<file path="src/rtl/i2c_byte_shifter.sv">
module i2c_byte_shifter #(
  parameter int WIDTH = 8
) (
  input  logic             clk,
  input  logic             rst_n,
  input  logic             load,
  input  logic [WIDTH-1:0] load_data,
  output logic [WIDTH-1:0] rd_data,
  input  logic             start,
  input  logic             scl_fall,
  input  logic             scl_rise,
  input  logic             sda_in,
  input  logic             tx_mode,
  output logic             sda_out,
  output logic             byte_done,
  output logic             arb_lost
);
  localparam int CW = $clog2(WIDTH);
  localparam logic [CW-1:0] LAST = CW'(WIDTH - 1);

  logic [WIDTH-1:0] sh;
  logic [CW-1:0]    cnt;
  logic             out_q, done_q, lost_q;

  wire busy    = (cnt != '0);
  wire load_ok = load && !busy && !scl_rise;

  always_ff @(posedge clk) begin
    if (!rst_n) begin
      sh     <= '0;
      cnt    <= '0;
      out_q  <= 1'b1;
      done_q <= 1'b0;
      lost_q <= 1'b0;
    end else if (start) begin
      cnt    <= '0;
      done_q <= 1'b0;
      lost_q <= 1'b0;
    end else begin
      if (scl_fall)
        out_q <= lost_q ? 1'b1 : sh[WIDTH-1];
      if (scl_rise) begin
        sh     <= {sh[WIDTH-2:0], sda_in};
        cnt    <= (cnt == LAST) ? '0 : cnt + 1'b1;
        done_q <= (cnt == LAST);
        if (tx_mode && out_q && !sda_in)
          lost_q <= 1'b1;
      end else if (load_ok) begin
        sh     <= load_data;
        done_q <= 1'b0;
        lost_q <= 1'b0;
      end
    end
  end

  assign rd_data   = sh;
  assign sda_out   = out_q;
  assign byte_done = done_q;
  assign arb_lost  = lost_q;

  a_r3_out_moves_on_fall_only: assert property (@(posedge clk) disable iff (!rst_n)
    !scl_fall |=> $stable(sda_out));
  a_r4_shift_in_bus: assert property (@(posedge clk) disable iff (!rst_n)
    (scl_rise && !start) |=> rd_data == {$past(rd_data[WIDTH-2:0]), $past(sda_in)});
  a_r5_done_after_rise: assert property (@(posedge clk) disable iff (!rst_n)
    $rose(byte_done) |-> $past(scl_rise));
  a_r6_load_ignored_busy: assert property (@(posedge clk) disable iff (!rst_n)
    (load && busy && !start && !scl_rise) |=> $stable(rd_data));
  a_r7_start_keeps_data: assert property (@(posedge clk) disable iff (!rst_n)
    start |=> ($stable(rd_data) && !byte_done && !arb_lost));
  a_r8_lost_detect: assert property (@(posedge clk) disable iff (!rst_n)
    (scl_rise && tx_mode && sda_out && !sda_in && !start) |=> arb_lost);
  a_r8_release_after_loss: assert property (@(posedge clk) disable iff (!rst_n)
    (arb_lost && scl_fall && !start) |=> sda_out);
endmodule

</file>
<file path="config.mk">
export PLATFORM = sky130hd
export DESIGN_NAME = i2c_byte_shifter
export DESIGN_NICKNAME = d
export VERILOG_FILES = /design/src/rtl/i2c_byte_shifter.sv
export SDC_FILE = /design/constraint.sdc
export NUM_CORES = 1
export LEC_CHECK = 0
export BUFFER_PORTS_ARGS = -buffer_cell sky130_fd_sc_hd__buf_4
export CAP_MARGIN = 15
export CORE_MARGIN = 5
export CORE_UTILIZATION = 47
export DETAILED_ROUTE_END_ITERATION = 16
export GPL_ROUTABILITY_DRIVEN = 0
export PLACE_DENSITY = 0.76
export SLEW_MARGIN = 30
export SYNTH_ARGS = -nofsm -noshare
export SYNTH_HDL_FRONTEND = slang
export SYNTH_SLANG_ARGS = --single-unit
</file>
<file path="constraint.sdc">
create_clock -name clk -period 1.4 [get_ports clk]
set_clock_uncertainty 0.05 [all_clocks]
set_input_delay 0.07 -clock clk [delete_from_list [all_inputs] [get_ports clk]]
set_output_delay 0.07 -clock clk [all_outputs]
set_load 0.02 [all_outputs]
</file>
Word-level counts from Yosys, hierarchy flattened
Cells that the tools add are included.
{"block": "classes", "n_addsub": 1, "n_mul": 0, "div": 0, "n_lt_le_gt_ge": 0, "eq_ne": 2, "shift": 0, "mux": 8, "bitwise_logic": 2, "n_reduce_logical": 13}
{"cell": "$mux W8", "count": 2}
{"cell": "$reduce_and A2 Y1", "count": 3}
{"cell": "$mux W1", "count": 5}
{"cell": "$logic_and A1 B1 Y1", "count": 4}
{"cell": "$add A3 B1 Y3 const B", "count": 1}
{"cell": "$eq A3 B3 Y1 const B", "count": 1}
{"cell": "$logic_not A1 Y1", "count": 3}
{"cell": "$mux W3", "count": 1}
{"cell": "$reduce_bool A3 Y1", "count": 1}
{"cell": "$ne A2 B1 Y1 const B", "count": 1}
{"cell": "$not A1 Y1", "count": 2}
{"cell": "$reduce_bool A2 Y1", "count": 1}
{"cell": "$reduce_or A2 Y1", "count": 1}
{"block": "word_totals", "reg_bits": 14, "latch_bits": 0, "ramBits": 0, "mem_bits_ro": 0, "out_inout_bits": 11, "mem_count": 0}

Logic depth before layout (Yosys ltp)
{"block": "depth", "word_depth": 6, "ltp_mapped": 5, "mapped_depth_nobuf": 5}

Worst setup path after synthesis
No wires, ideal clock.
{"block": "synth_timing", "kind": "register to register", "startpoint": "register cnt[0]", "endpoint": "register sh[0], in the netlist rd_data[0]", "setup_time_ps": 72, "arrival_ps": 1137, "path_slack_ps": 141, "stages_incl_launch_ff": 6, "path_buffers": 0, "synth_period_minus_slack_ps": 1259, "cell_sequence": "dfxtp_1 > inv_1 > ha_1 > nand3b_4 > a21oi_4 > mux2i_1"}
{"block": "synth_via", "elab_chain_cells": 6}
{"element": "from (decl)", "line": "22", "source": "logic [CW-1:0] cnt;"}
{"element": "from (signal assigned)", "line": "44", "source": "cnt <= (cnt == LAST) ? '0 : cnt + 1'b1;"}
{"element": "$reduce_bool A3 Y1", "line": "25", "source": "wire busy = (cnt != '0);"}
{"element": "$logic_not A1 Y1", "line": "26", "source": "wire load_ok = load && !busy && !scl_rise;"}
{"element": "$logic_and A1 B1 Y1 (2 in a row)", "line": "26"}
{"element": "$reduce_bool A2 Y1 (no source line)"}
{"element": "$reduce_and A2 Y1 (no source line)"}
{"element": "to (signal assigned)", "line": "43", "source": "sh <= {sh[WIDTH-2:0], sda_in};"}
{"element": "to (signal assigned)", "line": "49", "source": "sh <= load_data;"}
{"element": "to (decl)", "line": "21", "source": "logic [WIDTH-1:0] sh;"}
Every way passes these cells.
A chain may end at the register's enable or synchronous reset.

Final worst setup path
{"block": "layout_timing", "startpoint": "register cnt[0]", "endpoint": "register sh[3], in the netlist rd_data[3]"}
Same word-level chain as after synthesis.

==> results.py <==
metrics = {
    "setup_path": {
        "crit_slowest_cell": "dfxtp_2",
        "cpPeakStageDelay_ns": 0.34,
        "worstRegToRegCells": 6,
        "r2r-end": "rd_data[3]",
        "r2r_start": "cnt[0]",
        "cp.arrival_ns": 1.45,
        "end_kind": "register",
        "reg2reg_slack_ns": 0.10,
        "crit_type": "register to register",
        "critPathLaunchType": "register",
        "path_max_fanout": 8,
        "crit_chain": "inv_1 -> ha_2 -> nand3b_4 -> a21oi_4 -> buf_12 -> mux2i_1",
        "cp.required_ns": 1.55,
    },
    "power": {
        "power.density_mw_per_mm2": 902.0,
        "ir_drop_uv": 600.6,
        "p_leak_uw": 0.0004682,
    },
    "yosys": {
        "yosysMostFrequentCell": "nand2_1",
        "synth_area_um2": 750.7,
        "syn_area_per_cell_um2": 9.878,
        "synthTopCellsByCount": "nand2_1, dfxtp_1, mux2i_1",
        "ys_warn_count": 0,
        "synth_top_cell_area_share": 0.3733,
        "ys_seq_area_frac": 0.3733,
        "synth_edf_count": 0,
        "netlist-cell-type-count": 21,
        "synth-main-ff-cell": "dfxtp_1",
        "synth_cells": 76,
        "synthTopCellsByArea": "dfxtp_1, mux2i_1, nand2_1",
        "synthArstFlopShare": 0,
        "ys_ff_latch": 14,
        "synth_fp_nets": 95,
        "synth_top_cell_by_area": "dfxtp_1",
    },
    "placement": {
        "portBuffers": 26,
        "place_area_um2": 949.7,
        "dp.final_hpwl_um": 1148,
    },
    "clocking": {
        "cts_buffer_depth": 2,
        "cts_sinks": 14,
        "clkLatencyLatePin_ns": 0.27,
        "post_cts_buffers": 0,
        "cts_tree": "yes",
        "post_cts_resized": 0,
        "cts_root_buffer": "clkbuf_4",
        "path_clk_slew_ns": 0.08,
        "cts_inserted_buffers": 3,
        "h-tree-depth": 1,
        "ctsHoldBuffers": 0,
    },
    "sta": {
        "maxSlewHeadroom": 0.8561,
        "worst_pin_slew_ns": 0.2128,
        "finalMaxSlewViolations": 0,
        "max_freq_mhz": 769.7,
        "finalSetupViolCount": 0,
        "holdWs_ns": 0.03483,
        "rsz0062_at_grt": "false",
        "min_period_ns": 1.299,
        "setup_tns_ns": 0,
        "hold_viol": 0,
        "finalCritPeriodShare": 0.9280,
    },
    "die": {
        "die_h_um": 49.97,
        "pin_count": 27,
        "start_util": 0.4983,
        "dieArea_mm2": 0.002497,
        "rows": 14,
        "core_area_mm2": 0.001506,
        "die_x_um": 49.97,
    },
    "final_layout": {
        "final_cell_area_um2": 989.7,
        "diodes": 0,
        "fin_nets": 123,
        "fillers": 145,
        "final_util": 0.6570,
        "ff_latch_area_um2": 281.5,
        "syn_to_final_growth_pct": 31.83,
        "drive_gt1_frac": 0.4272,
        "multi_input_area_um2": 421.7,
    },
    "worst_hold_path": {
        "whs_path_depth": 2,
        "min_to": "sda_out",
        "hold_path_class": "primary input to register",
        "worstHoldStart": "rst_n",
    },
    "global_routing": {
        "grt_pass1_wl_um": 2608,
        "grt_overflow": 0,
        "track_usage": 0.1274,
        "first_global_vias": 589,
        "antenna_found_initial": 0,
        "grt_start_max_net_pins": 19,
    },
    "routing": {
        "drtIter0Drc": 5,
        "routed_wl_um": 1466,
        "detail_route.first_pass.iterations": 2,
        "route.detailed.drc": 0,
        "ant_nets": 0,
        "vias": 591,
        "wl_per_cell_um": 12.32,
        "vias_per_cell": 4.966,
    },
    "status": {
        "status": "finished clean",
    },
    "flow_run": {
        "cap_violations": 0,
    },
}
## per-stage QoR
step	worst slack (ns)	total power, uW	std cells
floorplan	0.1414	548.6	76
CTS	0.07395	904.0	119
global placement	0.1280	616.1	115
detailed placement	0.08835	619.4	115
finish	0.1008	892.7	119
global route	0.0008623	945.9	119
## state kept, by name, summed over array words and instances (netlist names)
| signal | count |
|---|---|
| arb_lost | 1 |
| byte_done | 1 |
| cnt | 3 |
| rd_data | 8 |
| sda_out | 1 |
## cell families after synthesis
family          share of synthesized area
simple gates                       0.1783
mux                                0.2733
buf+inv                           0.06832
fa+ha+maj                         0.05001
flops                              0.3733
compound gates                    0.05667
## power by group
part	switching, uW	internal, uW	leakage [uW]
logic	81.2	101	0.000333
registers	12.8	415	0.000114
clock network	125	158	0.0000210
## area by class of cell
class,instances,area share
Timing Repair Buffer,27,0.2174
Sequential cell,14,0.2845
Inverter,4,0.01517
Multi-Input combinational cell,54,0.4260
Clock buffer,4,0.03666
Tap cell,16,0.02023
## worst max-delay path by stage
stage	from	endpoint	depth (start not counted)
2_1_floorplan	cnt[0]	rd_data[0]	5
3_3_place_gp	cnt[0]	rd_data[3]	6
3_5_place_dp	cnt[0]	rd_data[5]	6
4_1_cts	cnt[0]	rd_data[5]	6
5_1_grt	cnt[0]	rd_data[2]	6
6_report	cnt[0]	rd_data[3]	6
## layout by cell type (no fill, tap or decap)
master / netlist / final
buf_4: 0 / 26
nand2_1: 18 / 18
dfxtp_1: 14 / 13
mux2i_1: 10 / 10
nor2_1: 4 / 4
mux2_4: 4 / 4
mux2_2: 4 / 4
inv_1: 3 / 3
a21oi_1: 3 / 3
clkbuf_4: 0 / 3
ha_1: 3 / 2
inv_2: 1 / 1
nor3b_1: 1 / 1
nand3b_4: 1 / 1
a21oi_4: 1 / 1
nor4b_1: 1 / 1
o21ai_0: 1 / 1
nand3_1: 1 / 1
and4b_1: 1 / 1
o22ai_1: 1 / 1
ha_2: 0 / 1
clkbuf_8: 0 / 1
dfxtp_2: 0 / 1
buf_12: 0 / 1
## critical path: cells and delay by family, from the launching register on
kind | cells | cell delay [ns]
simple gates | 1 | 0.10
compound gates | 1 | 0.17
buf+inv | 2 | 0.19
fa+ha+maj | 1 | 0.19
flops | 1 | 0.34
mux | 1 | 0.18
## metal layers
layer / GRT usage / share of wire / wire, um
met1: 0.1764 / 0.50 / 727
met2: 0.1928 / 0.45 / 664
met3: 0.03916 / 0.051 / 75
met4: 0.02620 / 0 / 0
met5: 0 / 0 / 0
(Power assumes the default switching activity.)
